**config.mk**
```make
export PLATFORM = sky130hd
export DESIGN_NAME = mpr_rx
export DESIGN_NICKNAME = d
export VERILOG_FILES = /design/src/rtl/mpr_pkg.sv /design/src/rtl/mpr_sync.sv /design/src/rtl/mpr_deser.sv /design/src/rtl/mpr_filter.sv /design/src/rtl/mpr_rx.sv
export SDC_FILE = /design/constraint.sdc
export NUM_CORES = 1
export LEC_CHECK = 0
export BUFFER_PORTS_ARGS = -buffer_cell sky130_fd_sc_hd__buf_4
export CAP_MARGIN = 20
export CORE_UTILIZATION = 56
export DETAILED_ROUTE_END_ITERATION = 6
export GPL_ROUTABILITY_DRIVEN = 0
export MAX_ROUTING_LAYER = met4
export PLACE_DENSITY_LB_ADDON = 0.05
export SETUP_SLACK_MARGIN = 0.1
export SKIP_CTS_REPAIR_TIMING = 1
export SYNTH_ARGS = -nofsm -noshare
export SYNTH_HDL_FRONTEND = slang
export SYNTH_HIERARCHICAL = 1
export SYNTH_SLANG_ARGS = --single-unit
```
**constraint.sdc**
```tcl
create_clock -name clk -period 2.14 [get_ports clk]
set_input_delay 0.214 -clock clk [delete_from_list [all_inputs] [get_ports clk]]
set_output_delay 0.214 -clock clk [all_outputs]
set_load 0.02 [all_outputs]
```
**src/rtl/mpr_pkg.sv**
```systemverilog
package mpr_pkg;
  parameter int unsigned BYTE_W = 8;

  typedef enum logic [2:0] {
    ST_IDLE,
    ST_START,
    ST_DATA,
    ST_FLAG,
    ST_STOP
  } rx_state_t;

  typedef struct packed {
    logic [BYTE_W-1:0] data;
    logic              addr_flag;
    logic              stop_ok;
  } frame_t;
endpackage

```
**src/rtl/mpr_sync.sv**
```systemverilog
module mpr_sync #(
  parameter int unsigned STAGES = 2
) (
  input  logic clk,
  input  logic rst,
  input  logic d,
  output logic q
);
  logic [STAGES-1:0] sh;

  always_ff @(posedge clk) begin
    if (rst) sh <= '1;
    else     sh <= {sh[STAGES-2:0], d};
  end

  assign q = sh[STAGES-1];
endmodule

```
**src/rtl/mpr_deser.sv**
```systemverilog
module mpr_deser
  import mpr_pkg::*;
#(
  parameter int unsigned OVS = 16
) (
  input  logic   clk,
  input  logic   rst,
  input  logic   os_tick,
  input  logic   rx_s,
  output logic   frm_v,
  output frame_t frm
);
  localparam int unsigned CW = $clog2(OVS);
  localparam int unsigned BW = $clog2(BYTE_W + 1);
  localparam logic [CW-1:0] HALF_M1 = CW'(OVS / 2 - 1);
  localparam logic [CW-1:0] FULL_M1 = CW'(OVS - 1);
  localparam logic [BW-1:0] LAST_BIT = BW'(BYTE_W - 1);

  rx_state_t         state;
  logic [CW-1:0]     tick_cnt;
  logic [BW-1:0]     bit_cnt;
  logic [BYTE_W-1:0] shreg;
  logic              flag_q;
  logic              prev_hi;

  always_ff @(posedge clk) begin
    if (rst) begin
      state    <= ST_IDLE;
      tick_cnt <= '0;
      bit_cnt  <= '0;
      shreg    <= '0;
      flag_q   <= 1'b0;
      prev_hi  <= 1'b1;
      frm_v    <= 1'b0;
      frm      <= '0;
    end else begin
      frm_v <= 1'b0;
      if (os_tick) begin
        prev_hi <= rx_s;
        unique case (state)
          ST_IDLE: begin
            // falling edge: previous sample high, current low
            if (prev_hi && !rx_s) begin
              state    <= ST_START;
              tick_cnt <= '0;
            end
          end
          ST_START: begin
            if (tick_cnt == HALF_M1) begin
              tick_cnt <= '0;
              bit_cnt  <= '0;
              state    <= rx_s ? ST_IDLE : ST_DATA;
            end else begin
              tick_cnt <= tick_cnt + CW'(1);
            end
          end
          ST_DATA: begin
            if (tick_cnt == FULL_M1) begin
              tick_cnt <= '0;
              shreg    <= {rx_s, shreg[BYTE_W-1:1]};
              if (bit_cnt == LAST_BIT) state <= ST_FLAG;
              else bit_cnt <= bit_cnt + BW'(1);
            end else begin
              tick_cnt <= tick_cnt + CW'(1);
            end
          end
          ST_FLAG: begin
            if (tick_cnt == FULL_M1) begin
              tick_cnt <= '0;
              flag_q   <= rx_s;
              state    <= ST_STOP;
            end else begin
              tick_cnt <= tick_cnt + CW'(1);
            end
          end
          ST_STOP: begin
            if (tick_cnt == FULL_M1) begin
              tick_cnt <= '0;
              frm_v    <= 1'b1;
              frm      <= '{data: shreg, addr_flag: flag_q, stop_ok: rx_s};
              state    <= ST_IDLE;
            end else begin
              tick_cnt <= tick_cnt + CW'(1);
            end
          end
          default: state <= ST_IDLE;
        endcase
      end
    end
  end
endmodule

```
**src/rtl/mpr_filter.sv**
```systemverilog
module mpr_filter
  import mpr_pkg::*;
(
  input  logic              clk,
  input  logic              rst,
  input  logic              frm_v,
  input  frame_t            frm,
  input  logic [BYTE_W-1:0] local_id,
  input  logic              flag_clr,
  input  logic              err_clr,
  output logic [BYTE_W-1:0] rx_data,
  output logic              rx_full,
  output logic              rx_irq,
  output logic              frm_err,
  output logic              err_irq,
  output logic              overrun,
  output logic              selected
);
  logic good, id_hit, accept;

  always_comb begin
    good   = frm_v && frm.stop_ok;
    id_hit = (frm.data == local_id);
    accept = good && (frm.addr_flag ? id_hit : selected);
  end

  always_ff @(posedge clk) begin
    if (rst) begin
      rx_data  <= '0;
      rx_full  <= 1'b0;
      rx_irq   <= 1'b0;
      frm_err  <= 1'b0;
      err_irq  <= 1'b0;
      overrun  <= 1'b0;
      selected <= 1'b0;
    end else begin
      rx_irq  <= 1'b0;
      err_irq <= 1'b0;
      if (flag_clr) rx_full <= 1'b0;
      if (err_clr) begin
        frm_err <= 1'b0;
        overrun <= 1'b0;
      end
      if (frm_v && !frm.stop_ok) begin
        frm_err <= 1'b1;
        err_irq <= 1'b1;
      end
      if (good && frm.addr_flag) selected <= id_hit;
      if (accept) begin
        if (rx_full) begin
          overrun <= 1'b1;
        end else begin
          rx_data <= frm.data;
          rx_full <= 1'b1;
          rx_irq  <= 1'b1;
        end
      end
    end
  end
endmodule

```
**src/rtl/mpr_rx.sv**
```systemverilog
module mpr_rx
  import mpr_pkg::*;
#(
  parameter int unsigned OVS         = 16,
  parameter int unsigned SYNC_STAGES = 2
) (
  input  logic              clk,
  input  logic              rst,
  input  logic              os_tick,
  input  logic              rx_line,
  input  logic [BYTE_W-1:0] local_id,
  input  logic              flag_clr,
  input  logic              err_clr,
  output logic [BYTE_W-1:0] rx_data,
  output logic              rx_full,
  output logic              rx_irq,
  output logic              frm_err,
  output logic              err_irq,
  output logic              overrun,
  output logic              selected
);
  logic   rx_s;
  logic   frm_v;
  frame_t frm;

  mpr_sync #(.STAGES(SYNC_STAGES)) u_sync (
    .clk(clk), .rst(rst), .d(rx_line), .q(rx_s)
  );

  mpr_deser #(.OVS(OVS)) u_deser (
    .clk(clk), .rst(rst), .os_tick(os_tick), .rx_s(rx_s),
    .frm_v(frm_v), .frm(frm)
  );

  mpr_filter u_filter (
    .clk(clk), .rst(rst), .frm_v(frm_v), .frm(frm),
    .local_id(local_id), .flag_clr(flag_clr), .err_clr(err_clr),
    .rx_data(rx_data), .rx_full(rx_full), .rx_irq(rx_irq),
    .frm_err(frm_err), .err_irq(err_irq), .overrun(overrun),
    .selected(selected)
  );
endmodule

```
==> impl_metrics.yaml, run 1 <==
cells_and_area:
  syn_to_final_growth_pct: 13.7
  antennaDiodeCount: 0
  drive_above_1_share_pct: 18.5
  fin_util_pct: 66.8
  final_nets: 264
sta:
  tightest_slew_ps: 498
  period_share_pct: 84.4
  fin_skew_ps: 13.4
  setup_viol: 0
  grt_setup_unrepaired: "false"
  slew_violations: 0
  hold_viol_final: 0
  fin_tns_setup_ps: 0
  fin_crit_ps: 1810
  slew_headroom_pct: 66.6
  fmax_mhz: 554
worst_setup_path:
  critPathTopFamily: "simple AND/OR/NAND/NOR gates"
  cp-start-kind: "flip-flop"
  critPathRequiredTime_ps: 2320
  rr_worst_depth: 5
  end_kind: "flip-flop"
  cp_cell_sequence: "ha_1 -> nand4_2 -> or4b_4 -> mux2i_1 -> nor2_1"
  crit_start: "u_deser/tick_cnt[0]"
  max_stage_delay_ps: 630
  r2r_start: "u_deser/tick_cnt[0]"
  cp.arrival_ps: 1990
  crit_buf_inv: 0
  path_max_fanout: 11
  worstSetupPathType: "flip-flop to flip-flop"
  critPathSlowestCell: "or4b_4"
  crit_cells: 5
routing:
  routed-via-count: 1667
  via_per_inst: 5.61
  wl_mm: 4.16
  ant_nets: 0
  drt_iter0_drc: 128
  dr.pass1.iters: 5
  route.detailed.drc: 0
  wl_per_cell_microns: 14.0
clocking:
  clock-root-buffer: "clkbuf_8"
  numCtsBuffers: 5
  cts.sinks: 48
  clk_path_buf_depth: 2
  cts_tree: "done"
  cts_max_level: 2
  clk_latency_ps: 300
  clk_pin_slew_ps: 100
pwr:
  leakagePower_nw: 1.03
  p_sw_share_pct: 23.8
  power.share.combinational_pct: 6.1
  power_density_mw_per_mm2: 625
  p_total_mw: 1.54
  p_seq_share_pct: 58.9
  p_clk_share_pct: 35.0
  switching_power_mw: 0.367
  p_int_mw: 1.17
  ir_worst_vdd_mv: 0.593
synth:
  syn-cell-area_sq_mm: 0.00217
  synth-edff-count: 0
  async_flop_share_pct: 0
  synth_warnings: 6
  synth_seq_area_share_pct: 44.4
  synth_flop_cell: "dfxtp_1"
  synth.distinct_cells: 50
  syn-num-nets: 240
  ys_ff_latch: 48
  syn_inst: 224
  avgSynthCellArea_sq_um: 9.67
grt:
  grt_pass1_vias: 1518
  groute.layer.met2.usage_pct: 34.7
  grt_pass1_wl_mm: 7.06
  overflow: 0
  grt_max_degree: 52
  globalRouteMet1Util_pct: 30.7
  grtUsageMet3_pct: 4.29
  grt.total_usage_pct: 22.9
  grt-busiest-layer: "met2"
  antenna_found_initial: 0
worst_hold_path:
  hold_path_class: "primary input to flip-flop"
  hp-start: "rx_line"
  hold_depth: 2
placement:
  io_buffer_count: 27
  hpwlAfterDp_mm: 2.97
floorplan:
  design.core.area_sq_mm: 0.00369
  ioPinCount: 28
  die_x_microns: 64.2
  die-area_sq_mm: 0.00412
  die_h_microns: 64.2
  rows: 22
  start_util_pct: 58.7
run:
  cap_violations: 0
outcome:
  status: "finished, final reports clean"
[cells in the final DEF, fill, tap and decap left out, drive strengths merged, types with 2 or more instances in the layout]
cell type | Yosys | routed
a21o | 4 | 4
a21oi | 8 | 8
a31oi | 5 | 5
and3 | 2 | 2
buf | 8 | 29
clkbuf | 4 | 5
clkinv | 1 | 2
clkinvlp | 0 | 2
dfxtp | 48 | 48
ha | 2 | 2
inv | 4 | 4
mux2i | 30 | 30
nand2 | 11 | 11
nand2b | 18 | 18
nand3 | 7 | 7
nand4 | 4 | 4
nand4b | 3 | 3
nor2 | 26 | 26
nor2b | 2 | 2
nor3 | 2 | 2
nor3b | 3 | 3
o21ai | 3 | 3
o41ai | 2 | 2
or2 | 2 | 2
or2b | 2 | 2
or3 | 2 | 2
or4b | 2 | 2
xnor2 | 5 | 5
[through the flow]
stage	hold slack, ps	cells	cell area (sq um)	setup slack, ps
floorplan	301	224	2170	477
global placement	398	289	2370	317
detailed placement	408	289	2370	273
CTS	102	297	2460	238
global route	102	297	2460	152
finish	109	297	2460	334
[cell type report]
type / count / area (sq um)
clock buffer: 5 / 68.8
clock inverter: 3 / 23.8
fill: 317 / 1220
inverter: 5 / 18.8
multi-input combinational: 159 / 1110
sequential: 48 / 961
tap: 48 / 60.1
timing repair buffer: 29 / 218
[cell families (layout without fill, tap and decap cells)]
| family | after synthesis | in the layout | share of synthesized area (%) |
|---|---|---|---|
| AND/OR/NAND/NOR | 88 | 88 | 22.7 |
| buffers and inverters | 17 | 42 | 4.33 |
| XOR/XNOR | 6 | 6 | 2.43 |
| multiplexers | 30 | 30 | 13.9 |
| adder cells (fa/ha/maj) | 2 | 2 | 1.16 |
| AO/OA/AOI/OAI | 33 | 33 | 11.2 |
| flip-flops | 48 | 48 | 44.4 |
[synthesized netlist by cell type, types with 3 or more instances]
library cell,number,area [sq um]
o21ai_0,3,15.0
mux2i_1,30,300
clkbuf_1,4,15.0
nor2_1,26,97.6
buf_6,3,33.8
nand4_1,3,18.8
nand3_1,7,35.0
buf_2,3,15.0
nand4b_1,3,26.3
nand2_1,11,41.3
inv_1,4,15.0
a21oi_1,8,40.0
nand2b_1,18,113
nor3b_1,3,22.5
xnor2_1,5,43.8
a31oi_1,5,31.3
a21o_1,3,22.5
dfxtp_1,48,961
[routing by layer]
| metal | vias up | share of wire [%] |
|---|---|---|
| li1 | 842 | - |
| met1 | 778 | 49 |
| met2 | 42 | 46 |
| met3 | 5 | 3.5 |
| met4 | 0 | 1.1 |
| met5 | - | 0 |
[path summary, 6_finish.rpt]
kind	slack [ps]	to
setup / recovery	330	u_deser/frm[4]
hold / removal	110	u_sync/sh[0]
hold reg to reg	450	u_sync/sh[1]
setup reg to reg	330	u_deser/frm[4]
[power by group through the flow]
stage	Combinational [mW]	Sequential, mW	Clock [mW]
global placement	0.0891	0.927	0
CTS	0.0932	0.907	0.553
floorplan	0.0657	0.921	0
global route	0.104	0.908	0.588
detailed placement	0.0926	0.928	0
finish	0.0932	0.907	0.538
[flip-flops by register name (all words and copies together) (netlist names), 2 cells and up]
name and count:
u_deser/state 3, u_deser/bit_cnt 4, u_deser/shreg 8, u_filter/rx_data 8
u_deser/frm 10, u_deser/tick_cnt 4, u_sync/sh 2
[worst register-to-register path, stage by stage (launching register included)]
cell	delay (ps)
dfxtp_1	380
ha_1	270
nand4_2	160
or4b_4	630
mux2i_1	200
nor2_1	60
Note: power is estimated with default switching activity, not from simulation.
==> run 2, diff against run 1 <==
ABC_AREA = 1   (was default)
CORE_UTILIZATION = 57   (was 56)
clock period = 1.74 ns   (was 2.14 ns; I/O delays follow)
==> impl_metrics.yaml, run 2 <==
floorplan:
  die_h_microns: 63.9
  die-area_sq_mm: 0.00409
  ioPinCount: 28
  die_x_microns: 63.9
  rows: 22
  start_util_pct: 59.7
  design.core.area_sq_mm: 0.00366
synth:
  synth.distinct_cells: 22
  async_flop_share_pct: 0
  syn-num-nets: 338
  muxShareOfSynthArea_pct: 0
  syn-cell-area_sq_mm: 0.00219
  synth_top_family_by_area: "simple AND/OR/NAND/NOR gates"
  avgSynthCellArea_sq_um: 6.79
  synth-edff-count: 0
  synth.area.top_cells: "dfxtp_1 (44%), nand2_1 (12%), nor2_1 (11%)"
  synth_warnings: 6
  syn_inst: 322
  synth_common_cells: "nand2_1 (72), nor2_1 (67), dfxtp_1 (48)"
  synth_xor_area_share_pct: 2.80
  netlist.area_leader.share_pct: 43.9
  ys_ff_latch: 48
  synth_fa_ha_area_share_pct: 1.14
  synth_flop_cell: "dfxtp_1"
  synth-simple-area-share_pct: 32.4
  synth_compound_area_share_pct: 10.7
  synth_largest_area_cell: "dfxtp_1"
  post-synth-top-count-cell: "nand2_1"
  synth_seq_area_share_pct: 43.9
grt:
  antenna_found_initial: 0
  grt_pass1_wl_mm: 7.38
  overflow: 0
  grt_max_degree: 24
  grt.total_usage_pct: 23.5
  grt_pass1_vias: 1794
worst_setup_path:
  cp.arrival_ps: 1710
  end_kind: "flip-flop"
  cp-start-kind: "flip-flop"
  crit_buf_inv: 1
  path_max_fanout: 10
  rrSetupSlack_ps: 220
  max_stage_delay_ps: 380
  rr_worst_depth: 7
  worstReg2RegEnd: "u_deser/frm[8]"
  crit_cells: 7
  cp_cell_sequence: "ha_2 -> nand3_2 -> nor2_4 -> nand2_1 -> buf_4 -> o21ai_0 -> nor2_1"
  critPathSlowestCell: "dfxtp_1"
  worstSetupPathType: "flip-flop to flip-flop"
  r2r_start: "u_deser/tick_cnt[0]"
  critPathRequiredTime_ps: 1930
  critPathTopFamily: "simple AND/OR/NAND/NOR gates"
placement:
  io_buffer_count: 27
  placed_cell_area_sq_mm: 0.00243
  hpwlAfterDp_mm: 3.16
cells_and_area:
  syn_to_final_growth_pct: 16.9
  regArea_sq_um: 961
  largest_reg_flops: 10
  multi_input_area_sq_mm: 0.00105
  fillers: 353
  mostFrequentLayoutCells: "nand2_1 (72), nor2_1 (65), dfxtp_1 (48)"
  drive_above_1_share_pct: 15.0
  final_nets: 369
  final_area_sq_mm: 0.00256
  regMostFlops: "u_deser/frm"
  top_regs: "u_deser/frm (10), u_deser/shreg (8), u_filter/rx_data (8)"
  antennaDiodeCount: 0
  layout_commonest_cell: "nand2_1"
pwr:
  power_density_mw_per_mm2: 981
  power.share.combinational_pct: 21.1
  leakagePower_nw: 1.14
  ir_worst_vdd_mv: 0.768
  switching_power_mw: 0.752
  p_seq_share_pct: 48.1
  p_clk_share_pct: 30.8
  p_int_mw: 1.76
  p_sw_share_pct: 30.0
worst_hold_path:
  hp-start: "rx_line"
  hold_depth: 3
  hold_path_end: "u_sync/sh[0]"
  hold_path_class: "primary input to flip-flop"
run:
  cap_violations: 0
sta:
  hold_viol_final: 0
  fmax_mhz: 659
  grt_setup_unrepaired: "true"
  period_share_pct: 87.3
  fin_skew_ps: 3.26
  tightest_slew_ps: 567
  fin_tns_setup_ps: 0
  fin_crit_ps: 1520
  setup_viol: 0
  slew_violations: 0
  slew_headroom_pct: 62.2
routing:
  via_per_inst: 5.03
  wl_per_cell_microns: 10.7
  dr.pass1.iters: 4
  ant_nets: 0
  wl_mm: 4.31
  routed-via-count: 2022
  drt_iter0_drc: 76
  route.detailed.drc: 0
clocking:
  cts_tree: "done"
  clock-root-buffer: "clkbuf_8"
  clk_pin_slew_ps: 80
  cts.sinks: 48
  numCtsBuffers: 5
  clk_latency_ps: 290
  cts_max_level: 2
  clk_path_buf_depth: 2
outcome:
  status: "finished, final reports clean"
-- run 2: routing by layer --
layer | global-route usage [%] | wire (microns)
met4 | 7.39 | 55
met5 | - | 0
met3 | 5.54 | 141
met2 | 40.3 | 2140
met1 | 26.9 | 1970
-- run 2: worst max path at each step --
stage | start | endpoint
floorplan | u_deser/tick_cnt[0] | u_deser/frm[1]
global placement | u_deser/tick_cnt[0] | u_deser/frm[8]
detailed placement | u_deser/tick_cnt[0] | u_deser/frm[8]
CTS | u_deser/tick_cnt[0] | u_deser/shreg[7]
global route | u_deser/tick_cnt[0] | u_deser/state[0]
finish | u_deser/tick_cnt[0] | u_deser/frm[8]
-- run 2: layout make-up --
class | count | share of cell area [%]
repair buffers | 31 | 9.10
inverters | 39 | 5.82
clock buffers | 6 | 2.84
clock inverters | 2 | 1.37
flip-flops and latches | 48 | 37.6
well taps | 48 | 2.35
multi-input cells | 228 | 40.9
-- run 2: metrics by stage --
step / hold WS (ps) / power [mW] / setup WS (ps) / util (%) / instances
finish: 69.9 / 2.51 / 222 / 69.9 / 402
global route: 54.8 / 2.68 / 78.3 / 69.9 / 402
CTS: 60.0 / 2.52 / 132 / 69.3 / 402
detailed placement: 373 / 1.74 / 177 / 66.4 / 394
global placement: 354 / 1.74 / 201 / 66.4 / 394
floorplan: 243 / 1.62 / 336 / - / 322
-- run 2: kinds of logic (layout without fill, tap and decap cells) --
logic type,after synthesis,count (layout)
and+or+nand+nor,173,173
DFF,48,48
AOI/OAI and AO/OA,46,46
buffers and inverters,46,78
xor gates and xnor gates,7,7
adders and majority gates,2,2
-- run 2: worst min-delay path, delay by kind of cell --
| family | cells | cell delay, ps |
|---|---|---|
| buffers and inverters | 2 | 100 |
| and+or+nand+nor | 1 | 50 |
-- run 2: power by group through the flow --
stage | Combinational, mW | Sequential [mW] | Clock [mW]
2_1_floorplan | 0.418 | 1.21 | 0
3_3_place_gp | 0.509 | 1.23 | 0
3_5_place_dp | 0.517 | 1.23 | 0
4_1_cts | 0.520 | 1.20 | 0.798
5_1_grt | 0.615 | 1.22 | 0.849
6_report | 0.530 | 1.21 | 0.772
==> run 3, diff against run 2 <==
RECOVER_POWER = 25   (was default)
==> impl_metrics.yaml, run 3 (synthesis gave the netlist of run 2 again) <==
outcome:
  status: "finished, final reports clean"
floorplan:
  rows: 22
  die-area_sq_mm: 0.00409
  die_h_microns: 63.9
  ioPinCount: 28
  design.core.area_sq_mm: 0.00366
  die_x_microns: 63.9
  start_util_pct: 59.7
worst_setup_path:
  worstReg2RegEnd: "u_deser/frm[8]"
  r2r_start: "u_deser/tick_cnt[0]"
  end_kind: "flip-flop"
  path_max_fanout: 10
  rr_worst_depth: 7
  critPathRequiredTime_ps: 1930
  cp-start-kind: "flip-flop"
  worstSetupPathType: "flip-flop to flip-flop"
  cp.arrival_ps: 1710
  rrSetupSlack_ps: 220
sta:
  hold_viol_final: 0
  fin_tns_setup_ps: 0
  period_share_pct: 87.3
  tightest_slew_ps: 646
  fin_skew_ps: 3.26
  fmax_mhz: 659
  grt_setup_unrepaired: "true"
  fin_crit_ps: 1520
  setup_viol: 0
  slew_violations: 0
  slew_headroom_pct: 56.9
routing:
  wl_met1_mm: 1.96
  wl_met2_mm: 2.15
  highest_layer: "met4"
  routed-via-count: 2021
  ant_nets: 0
  via_per_inst: 5.03
  route.detailed.drc: 0
  dr.pass1.iters: 4
  wl_per_cell_microns: 10.7
  wl_mm: 4.31
  drt_iter0_drc: 94
  wl_met3_microns: 147
clocking:
  cts_tree: "done"
  clock-root-buffer: "clkbuf_8"
  cts.sinks: 48
  clk_pin_slew_ps: 80
  clk_latency_ps: 290
  cts_max_level: 2
  numCtsBuffers: 5
  clk_path_buf_depth: 2
worst_hold_path:
  hold_depth: 3
  hp-start: "rx_line"
  hold_path_end: "u_sync/sh[0]"
  hold_path_class: "primary input to flip-flop"
cells_and_area:
  fillers: 359
  final_nets: 369
  layout_commonest_cell: "nand2_1"
  syn_to_final_growth_pct: 15.0
  final_area_sq_mm: 0.00252
  drive_above_1_share_pct: 11.9
  antennaDiodeCount: 0
  largest_reg_flops: 10
  regMostFlops: "u_deser/frm"
  top_regs: "u_deser/frm (10), u_deser/shreg (8), u_filter/rx_data (8)"
  mostFrequentLayoutCells: "nand2_1 (72), nor2_1 (65), dfxtp_1 (48)"
pwr:
  p_int_mw: 1.76
  p_clk_share_pct: 30.8
  power.share.combinational_pct: 21.1
  leakagePower_nw: 1.09
  power_density_mw_per_mm2: 997
  p_seq_share_pct: 48.1
  switching_power_mw: 0.753
  p_sw_share_pct: 30.0
  ir_worst_vdd_mv: 0.768
placement:
  hpwlAfterDp_mm: 3.16
  io_buffer_count: 27
  placed_cell_area_sq_mm: 0.00243
grt:
  grt_pass1_vias: 1794
  grt.total_usage_pct: 23.5
  antenna_found_initial: 0
  grt_pass1_wl_mm: 7.38
  grt_max_degree: 24
  overflow: 0
run:
  cap_violations: 0
[run 3: changes by cell type in the layout (fill, tap and decap cells not counted), sizes merged]
cell,delta
clkbuf,+11
buf,-11
[run 3: cell type report]
class	count	area (sq um)	share of cell area, %
sequential	48	961	38.2
clock inverter	2	35.0	1.39
inverter	39	149	5.92
tap	48	60.1	2.39
clock buffer	6	72.6	2.88
multi-input combinational	228	1050	41.6
timing repair buffer	31	191	7.61
[run 3: layer usage]
metal	vias up	track usage, %
met5	-	-
met4	0	7.39
met3	6	5.54
met2	36	40.3
met1	909	26.9
li1	1070	-
[run 3: power by group through the flow]
stage | Sequential (mW) | Combinational [mW] | Clock (mW)
after detailed placement | 1.23 | 0.517 | 0
final | 1.21 | 0.528 | 0.773
after floorplan | 1.21 | 0.418 | 0
after global routing | 1.22 | 0.614 | 0.849
after CTS | 1.20 | 0.520 | 0.798
after global placement | 1.23 | 0.509 | 0
[run 3: metrics by stage]
stage	total power [mW]	utilization (%)	std cells	hold WS, ps	setup WS [ps]
finish	2.51	68.7	402	67.2	222
global route	2.68	68.7	402	54.8	78.3
CTS	2.52	69.3	402	60.0	132
detailed placement	1.74	66.4	394	373	177
global placement	1.74	66.4	394	354	201
floorplan	1.62	-	322	243	336
[run 3: worst max-delay path by stage]
stage,end,cells after the start,slack [ps],from
after floorplan,u_deser/frm[1],7,340,u_deser/tick_cnt[0]
after global placement,u_deser/frm[8],7,200,u_deser/tick_cnt[0]
after detailed placement,u_deser/frm[8],7,180,u_deser/tick_cnt[0]
after CTS,u_deser/shreg[7],7,130,u_deser/tick_cnt[0]
after global routing,u_deser/state[0],9,80,u_deser/tick_cnt[0]
final,u_deser/frm[8],7,220,u_deser/tick_cnt[0]
[run 3: worst max-delay path, cell delays in order (launching register included)]
cell,delay (ps)
dfxtp_1,380
ha_2,230
nand3_2,150
nor2_4,170
nand2_1,90
buf_4,170
o21ai_0,170
nor2_1,50
